$ cat config.mk
export PLATFORM = sky130hd
export DESIGN_NAME = sar_adc_ctrl
export DESIGN_NICKNAME = d
export VERILOG_FILES = /design/src/rtl/sar_pkg.sv /design/src/rtl/sar_sync.sv /design/src/rtl/sar_start.sv /design/src/rtl/sar_core.sv /design/src/rtl/sar_adc_ctrl.sv
export SDC_FILE = /design/constraint.sdc
export NUM_CORES = 1
export LEC_CHECK = 0
export BUFFER_PORTS_ARGS = -buffer_cell sky130_fd_sc_hd__buf_2
export CAP_MARGIN = 20
export CORE_AREA = 5 5 64 61
export DETAILED_ROUTE_END_ITERATION = 10
export DIE_AREA = 0 0 69 66
export MAX_ROUTING_LAYER = met4
export PLACE_DENSITY_LB_ADDON = 0.12
export SYNTH_ARGS = -nofsm -noshare
export SYNTH_HDL_FRONTEND = slang
export SYNTH_SLANG_ARGS = --single-unit
export TNS_END_PERCENT = 30
$ cat constraint.sdc
create_clock -name clk -period 4.7 [get_ports clk]
set_input_delay 1.175 -clock clk [delete_from_list [all_inputs] [get_ports clk]]
set_output_delay 1.175 -clock clk [all_outputs]
set_load 0.005 [all_outputs]
$ cat src/rtl/sar_pkg.sv
package sar_pkg;
  // Conversion sequencer state
  typedef enum logic [1:0] {
    CV_IDLE = 2'd0,
    CV_HOLD = 2'd1,
    CV_RUN  = 2'd2
  } cv_state_e;

  localparam int unsigned DEF_CODE_W    = 8;
  localparam int unsigned DEF_SLOT_CLKS = 8;
  localparam int unsigned DEF_SYNC      = 2;
endpackage

$ cat src/rtl/sar_sync.sv
module sar_sync #(
  parameter int unsigned N       = 3,
  parameter int unsigned STAGES  = 2,
  parameter logic        RST_VAL = 1'b1
) (
  input  logic         clk,
  input  logic         rst_n,
  input  logic [N-1:0] d,
  output logic [N-1:0] q
);
  for (genvar b = 0; b < N; b++) begin : g_bit
    logic [STAGES-1:0] chain;
    always_ff @(posedge clk or negedge rst_n) begin
      if (!rst_n) chain <= {STAGES{RST_VAL}};
      else        chain <= {chain[STAGES-2:0], d[b]};
    end
    assign q[b] = chain[STAGES-1];
  end
endmodule

$ cat src/rtl/sar_start.sv
module sar_start #(
  parameter int unsigned SLOT_CLKS = 8
) (
  input  logic clk,
  input  logic rst_n,
  input  logic start_req,
  output logic start_ff,
  output logic slot_end,
  output logic launch
);
  localparam int unsigned PH_W = (SLOT_CLKS > 1) ? $clog2(SLOT_CLKS) : 1;
  localparam logic [PH_W-1:0] PH_LAST = PH_W'(SLOT_CLKS - 1);

  logic [PH_W-1:0] ph;

  // Free-running phase counter models the internal clock phases
  always_ff @(posedge clk or negedge rst_n) begin
    if (!rst_n)           ph <= '0;
    else if (ph == PH_LAST) ph <= '0;
    else                  ph <= ph + 1'b1;
  end

  assign slot_end = (ph == PH_LAST);

  // Start flip-flop: set while request held, cleared only on a phase boundary
  always_ff @(posedge clk or negedge rst_n) begin
    if (!rst_n)         start_ff <= 1'b0;
    else if (start_req) start_ff <= 1'b1;
    else if (slot_end)  start_ff <= 1'b0;
  end

  assign launch = start_ff && !start_req && slot_end;
endmodule

$ cat src/rtl/sar_core.sv
module sar_core
  import sar_pkg::*;
#(
  parameter int unsigned CODE_W = 8
) (
  input  logic              clk,
  input  logic              rst_n,
  input  logic              hold,
  input  logic              launch,
  input  logic              slot_end,
  input  logic              cmp_i,
  input  logic              rd_fall,
  output logic [CODE_W-1:0] trial,
  output logic [CODE_W-1:0] result,
  output logic              busy,
  output logic              done,
  output logic              intr_n
);
  localparam int unsigned IDX_W = (CODE_W > 1) ? $clog2(CODE_W) : 1;
  localparam logic [IDX_W-1:0]  IDX_MSB = IDX_W'(CODE_W - 1);
  localparam logic [CODE_W-1:0] MSB_ONE = {1'b1, {(CODE_W-1){1'b0}}};

  cv_state_e         state;
  logic [IDX_W-1:0]  idx;
  logic [CODE_W-1:0] trial_next;

  assign busy = (state == CV_RUN);

  // Decision for the current bit, then set the next lower one
  always_comb begin
    trial_next      = trial;
    trial_next[idx] = cmp_i;
    if (idx != '0) trial_next[idx - 1'b1] = 1'b1;
  end

  always_ff @(posedge clk or negedge rst_n) begin
    if (!rst_n) begin
      state  <= CV_IDLE;
      idx    <= IDX_MSB;
      trial  <= '0;
      result <= '0;
      done   <= 1'b0;
      intr_n <= 1'b1;
    end else begin
      done <= 1'b0;
      if (launch) begin
        state  <= CV_RUN;
        idx    <= IDX_MSB;
        trial  <= MSB_ONE;
        intr_n <= 1'b1;
      end else if (hold) begin
        state  <= CV_HOLD;
        idx    <= IDX_MSB;
        trial  <= '0;
        intr_n <= 1'b1;
      end else begin
        if (busy && slot_end) begin
          trial <= trial_next;
          if (idx != '0) begin
            idx <= idx - 1'b1;
          end else begin
            result <= trial_next;
            done   <= 1'b1;
            state  <= CV_IDLE;
          end
        end
        if (done)         intr_n <= 1'b0;
        else if (rd_fall) intr_n <= 1'b1;
      end
    end
  end
endmodule

$ cat src/rtl/sar_adc_ctrl.sv
module sar_adc_ctrl
  import sar_pkg::*;
#(
  parameter int unsigned CODE_W      = DEF_CODE_W,
  parameter int unsigned SLOT_CLKS   = DEF_SLOT_CLKS,
  parameter int unsigned SYNC_STAGES = DEF_SYNC
) (
  input  logic              clk,
  input  logic              rst_n,
  input  logic              cs_n,
  input  logic              wr_n,
  input  logic              rd_n,
  input  logic              cmp_i,
  output logic [CODE_W-1:0] trial_o,
  output logic [CODE_W-1:0] data_o,
  output logic              data_oe,
  output logic              intr_n
);
  logic [2:0]        strb_s;
  logic              s_cs_n, s_wr_n, s_rd_n, s_rd_q;
  logic              start_req, start_ff, slot_end, launch;
  logic              rd_fall, busy, done;
  logic [CODE_W-1:0] result;

  sar_sync #(.N(3), .STAGES(SYNC_STAGES), .RST_VAL(1'b1)) u_sync (
    .clk(clk), .rst_n(rst_n), .d({rd_n, wr_n, cs_n}), .q(strb_s)
  );
  assign {s_rd_n, s_wr_n, s_cs_n} = strb_s;

  always_ff @(posedge clk or negedge rst_n) begin
    if (!rst_n) s_rd_q <= 1'b1;
    else        s_rd_q <= s_rd_n;
  end

  assign start_req = !s_cs_n && !s_wr_n;
  assign rd_fall   = s_rd_q && !s_rd_n && !s_cs_n;

  sar_start #(.SLOT_CLKS(SLOT_CLKS)) u_start (
    .clk(clk), .rst_n(rst_n), .start_req(start_req),
    .start_ff(start_ff), .slot_end(slot_end), .launch(launch)
  );

  sar_core #(.CODE_W(CODE_W)) u_core (
    .clk(clk), .rst_n(rst_n), .hold(start_ff), .launch(launch),
    .slot_end(slot_end), .cmp_i(cmp_i), .rd_fall(rd_fall),
    .trial(trial_o), .result(result), .busy(busy), .done(done),
    .intr_n(intr_n)
  );

  assign data_oe = !cs_n && !rd_n;
  assign data_o  = data_oe ? result : '0;
endmodule

Word level (Yosys, flattened, before mapping)
Cells that the tools add are included.
{ "totals": {"ff_bits": 34, "input_bits": 6, "wordCells": 77} }
{ "classes": {"add_sub_neg": 2, "order_cmp": 4, "n_eq_ne": 3, "muxes": 29, "n_bitwise": 4, "n_reduce_logical": 23} }
{ "ops": {"columns": ["op", "n"], "rows": [
  ["two-way mux 8 bit", 5],
  ["two-way mux 3 bit", 5],
  ["two-way mux 1 bit", 12],
  ["logical AND 1 bit", 9],
  ["nonzero test 3 bit", 3],
  ["bitwise mux 8 bit", 1],
  ["< comparator 3 x 4 -> 1 bit, second input constant", 2],
  ["two-way mux 2 bit", 4],
  ["bitwise OR 8 bit", 1],
  ["demux 1 bit (select 3 bit)", 2],
  [">= comparator 3 x 1 -> 1 bit, second input constant", 2],
  ["zero test 1 bit", 6],
  ["AND reduction 2 bit", 2],
  ["AND reduction 4 bit", 1],
  ["nonzero test 4 bit", 1],
  ["adder 3 x 1 -> 3 bit, second input constant", 1],
  ["== test 3 bit, second input constant", 1],
  ["!= test 3 bit, second input constant", 1],
  ["NOT 1 bit", 3],
  ["subtractor 3 x 1 -> 3 bit, second input constant", 1],
  ["== test 2 bit, second input constant", 1],
  ["nonzero test 2 bit", 1]
]} }

Logic depth before layout (Yosys ltp)
{ "depth": {"ltp_word": 10, "depth_mapped": 9, "ltp_nobuf": 6} }

Hierarchy
From an unflattened synthesis, not the netlist that was laid out.
{ "unflattened": {"cells_unflattened": 156, "area_unflattened_um2": 1709.1} }
{ "by_module_without_submodules": {"columns": ["mod", "instances", "cells_each", "area_per_inst_um2", "seq_area_each_um2"], "rows": [
  ["sar_core", 1, 122, 1217.4, 580.6],
  ["sar_sync", 1, 9, 180.2, 157.7],
  ["sar_adc_ctrl", 1, 14, 163.9, 26.3],
  ["sar_start", 1, 11, 147.6, 100.1]
]} }

Worst setup path after synthesis
Ideal clock, no wire load.
{ "synth_path": {"path_kind": "input -> output", "start": "in rd_n", "end": "out data_o[0]", "arrival_ns": 1.629, "setup_slack_ns": 1.896, "path_stages": 2, "n_path_buf": 0, "cell_sequence": "nor2_1 > and2_1"} }
{ "synth_between": {"elab_chain_cells": 3} }
{ "synth_rtl": {"columns": ["element", "line_no", "source"], "rows": [
  ["start: declaration", "sar_adc_ctrl.sv:12", "input logic rd_n,"],
  ["zero test 1 bit", "sar_adc_ctrl.sv:50", "assign data_oe = !cs_n && !rd_n;"],
  ["logical AND 1 bit", "sar_adc_ctrl.sv:50", null],
  ["two-way mux 8 bit", "sar_adc_ctrl.sv:51", "assign data_o = data_oe ? result : '0;"],
  ["end: declaration", "sar_adc_ctrl.sv:15", "output logic [CODE_W-1:0] data_o,"]
]} }
Every way passes these cells.

Final worst setup path
{ "layout_path": {"start": "in rd_n", "end": "out data_o[2]"} }
The elaborated chain is that of the path after synthesis.

==> reports/qor.txt <==
Max Fclk - 320 MHz
Worst rel slew slack - 0.514
Routed vias/inst - 5.16
Initial Utilization - 0.500
Final worst slack - 1.58 ns
Post-Synthesis Cells - 147
Max Slew Vio Count - 0
TritonCTS Buffers - 5
Setup CP Type - in2out
# nets final - 178
Clk Latency, worst-skew pair - 0.33 ns
Seq cells post-synth - 34
Setup crit end kind - output port
Post-CTS Hold Buffers - 0
Crit-path cells - buf_2 -> nor2_1 -> and2_1 -> buf_2
Hpwl dp - 2060 µm
Distinct cells, synth - 34
Seq/Total Area, Yosys - 0.539
I/O Buffers - 23
Delay of the slowest critical-path stage - 0.36 ns
Minimum clock period - 3.12 ns
Most frequent cells in the layout - 23 x buf_2, 23 x dfrtp_1, 17 x nand2_1, 11 x nor2_1, 11 x dfstp_2
Detailed-route via count - 1100
Power Density - 283 mW/mm²
Setup Skew - 0.00598 ns
Leak - 0.846 nW
DR iter-0 viols - 40
Syn Nets - 157
Die H - 66 µm
Synth warnings - 0
Post-DRT Antenna Nets - 0
CTS tree - built
WHS - 0.362 ns
Final setup viols - 0
CP Buf/Inv Count - 2
# resized after CTS - 0
CTS Buffer Depth - 2
WP data arrival - 1.95 ns
Full die area - 0.00455 mm²
CP Launch Type - input port
Status - completed
Hold/Removal Path Class - reg2reg
Setup Fix Bufs, Post-CTS - 0
Row cnt - 20
# clock sinks - 34
Setup_tns - 0 ns
Slew @ Worst Pin - 0.729 ns
Final GP Congestion - 0.757
Max-cap viol count - 0
Hold Violations, Final - 0
Syn_area_per_cell - 10.9 µm²
Root buffer cell - clkbuf_4
Ant. Diodes - 0
H-tree depth - 2
CP max-delay cell - nor2_1
Dpl ws - 1.57 ns
Synthesized area - 0.00160 mm²
CP dominant cell by count - buf_2
Peak supply drop - 0.000170 V
Period utilization - 0.665
Cell family with most CP delay - simple AND/OR/NAND/NOR gates
Area growth, synth to finish - 10.8%
Vias in the first global route - 1083
First-pass DRT Iterations - 3
Unrepaired setup endpoints after global routing - false
Largest net degree at the start of global routing - 35
Max FO, Critical Path - 9
CP Data Required Time - 3.52 ns
Total core area - 0.00320 mm²
DR DRC count - 0
Wire length per cell - 14.0 µm
Wire length of the first global-routing pass - 5130 µm
Layout cell share with drive strength beyond 1 - 0.284
Initial antenna violation count - 0
GR Overflow Total - 0
GR Util All Layers - 0.148
Io pins - 24
WL final - 2970 µm
Die Wd - 69 µm
Clock transition at path regs - 0.11 ns
## cells in the mapped netlist
master     n  share of area
or3_1      1         0.0039
buf_6      3          0.021
o22ai_1    1         0.0039
dfstp_2   11           0.18
xnor2_1    1         0.0055
nand3_1    3         0.0094
buf_1      1         0.0023
o21ai_1    7          0.022
a211oi_1   7          0.033
a31oi_1    1         0.0039
o21ai_2    1         0.0055
and3b_1    1         0.0055
o31a_1     3          0.016
nand2b_1   1         0.0039
o21ai_0    1         0.0031
nand2_1   17          0.040
mux2i_1    8          0.050
and2_1     8          0.031
nor2_1    11          0.026
buf_2      4          0.012
nand2b_4   1         0.0086
clkbuf_1   1         0.0023
o31ai_1    1         0.0047
o21a_1     6          0.028
inv_1      5          0.012
o211ai_1   3          0.014
nor3_1     2         0.0062
a21oi_1    2         0.0062
nor3_2     1         0.0062
dfrtp_1   23           0.36
nor3b_2    3          0.023
ha_1       4          0.031
o22a_1     1         0.0055
nand3b_1   3          0.014
## stage by stage
stage          cell area [µm²]  std cells  power [mW]   util
2_1_floorplan             1600        147       0.321      -
5_1_grt                   1780        213       0.529  0.554
3_3_place_gp              1710        205       0.336  0.534
3_5_place_dp              1710        205       0.337  0.534
6_report                  1780        213       0.502  0.554
4_1_cts                   1780        213       0.510  0.554
## sequential cells by signal, indices dropped and copies added (netlist names)
signal,count
u_core.state,2
u_core.idx,3
u_start.start_ff,1
u_core.done,1
u_core.trial,8
s_rd_q,1
u_sync.g_bit.chain,6
u_start.ph,3
u_core.intr_n,1
u_core.result,8
## logic make-up (layout without fill, tap and decap cells)
| group | count (synthesis) | count (layout) | synth area share |
|---|---|---|---|
| simple gates | 52 | 52 | 0.178 |
| buf+inv | 14 | 36 | 0.0500 |
| mux | 8 | 8 | 0.0500 |
| fa+ha+maj | 4 | 4 | 0.0312 |
| flops | 34 | 34 | 0.539 |
| xor+xnor | 1 | 1 | 0.00547 |
| compound gates | 34 | 34 | 0.146 |
## per-layer routing
| layer | wire [µm] | track usage | vias up |
|---|---|---|---|
| li1 | - | - | 548 |
| met3 | 133 | 0.0471 | 8 |
| met4 | 46 | 0.0561 | 0 |
| met5 | 0 | - | - |
| met2 | 1290 | 0.219 | 20 |
| met1 | 1500 | 0.192 | 524 |
## path summary, 6_finish.rpt
kind	startpoint	end	slack [ns]	cells after the start
hold reg to reg	u_sync.g_bit[2].chain[0]	u_sync.g_bit[2].chain[1]	0.36	0
setup / recovery	rd_n	data_o[2]	1.58	4
hold / removal	u_sync.g_bit[2].chain[0]	u_sync.g_bit[2].chain[1]	0.36	0
max in group asynchronous	rst_n	u_core.result[1]	3.35	1
min in group asynchronous	rst_n	u_start.ph[0]	0.89	1
setup reg to reg	u_core.idx[0]	u_core.trial[3]	2.62	6
## where the power goes
group | internal (mW) | switching (mW)
combinational | 0.0100 | 0.0140
sequential | 0.301 | 0.00566
clock | 0.0719 | 0.0991
## layout make-up
class | instances | area, µm²
Timing Repair Buffer | 23 | 115
Sequential cell | 34 | 865
Clock inverter | 2 | 12.5
Tap cell | 44 | 55.1
Multi-Input combinational cell | 99 | 658
Inverter | 5 | 18.8
Clock buffer | 6 | 51.3
Fill cell | 304 | 1430
No activity file was read; power rests on OpenSTA's default activity.
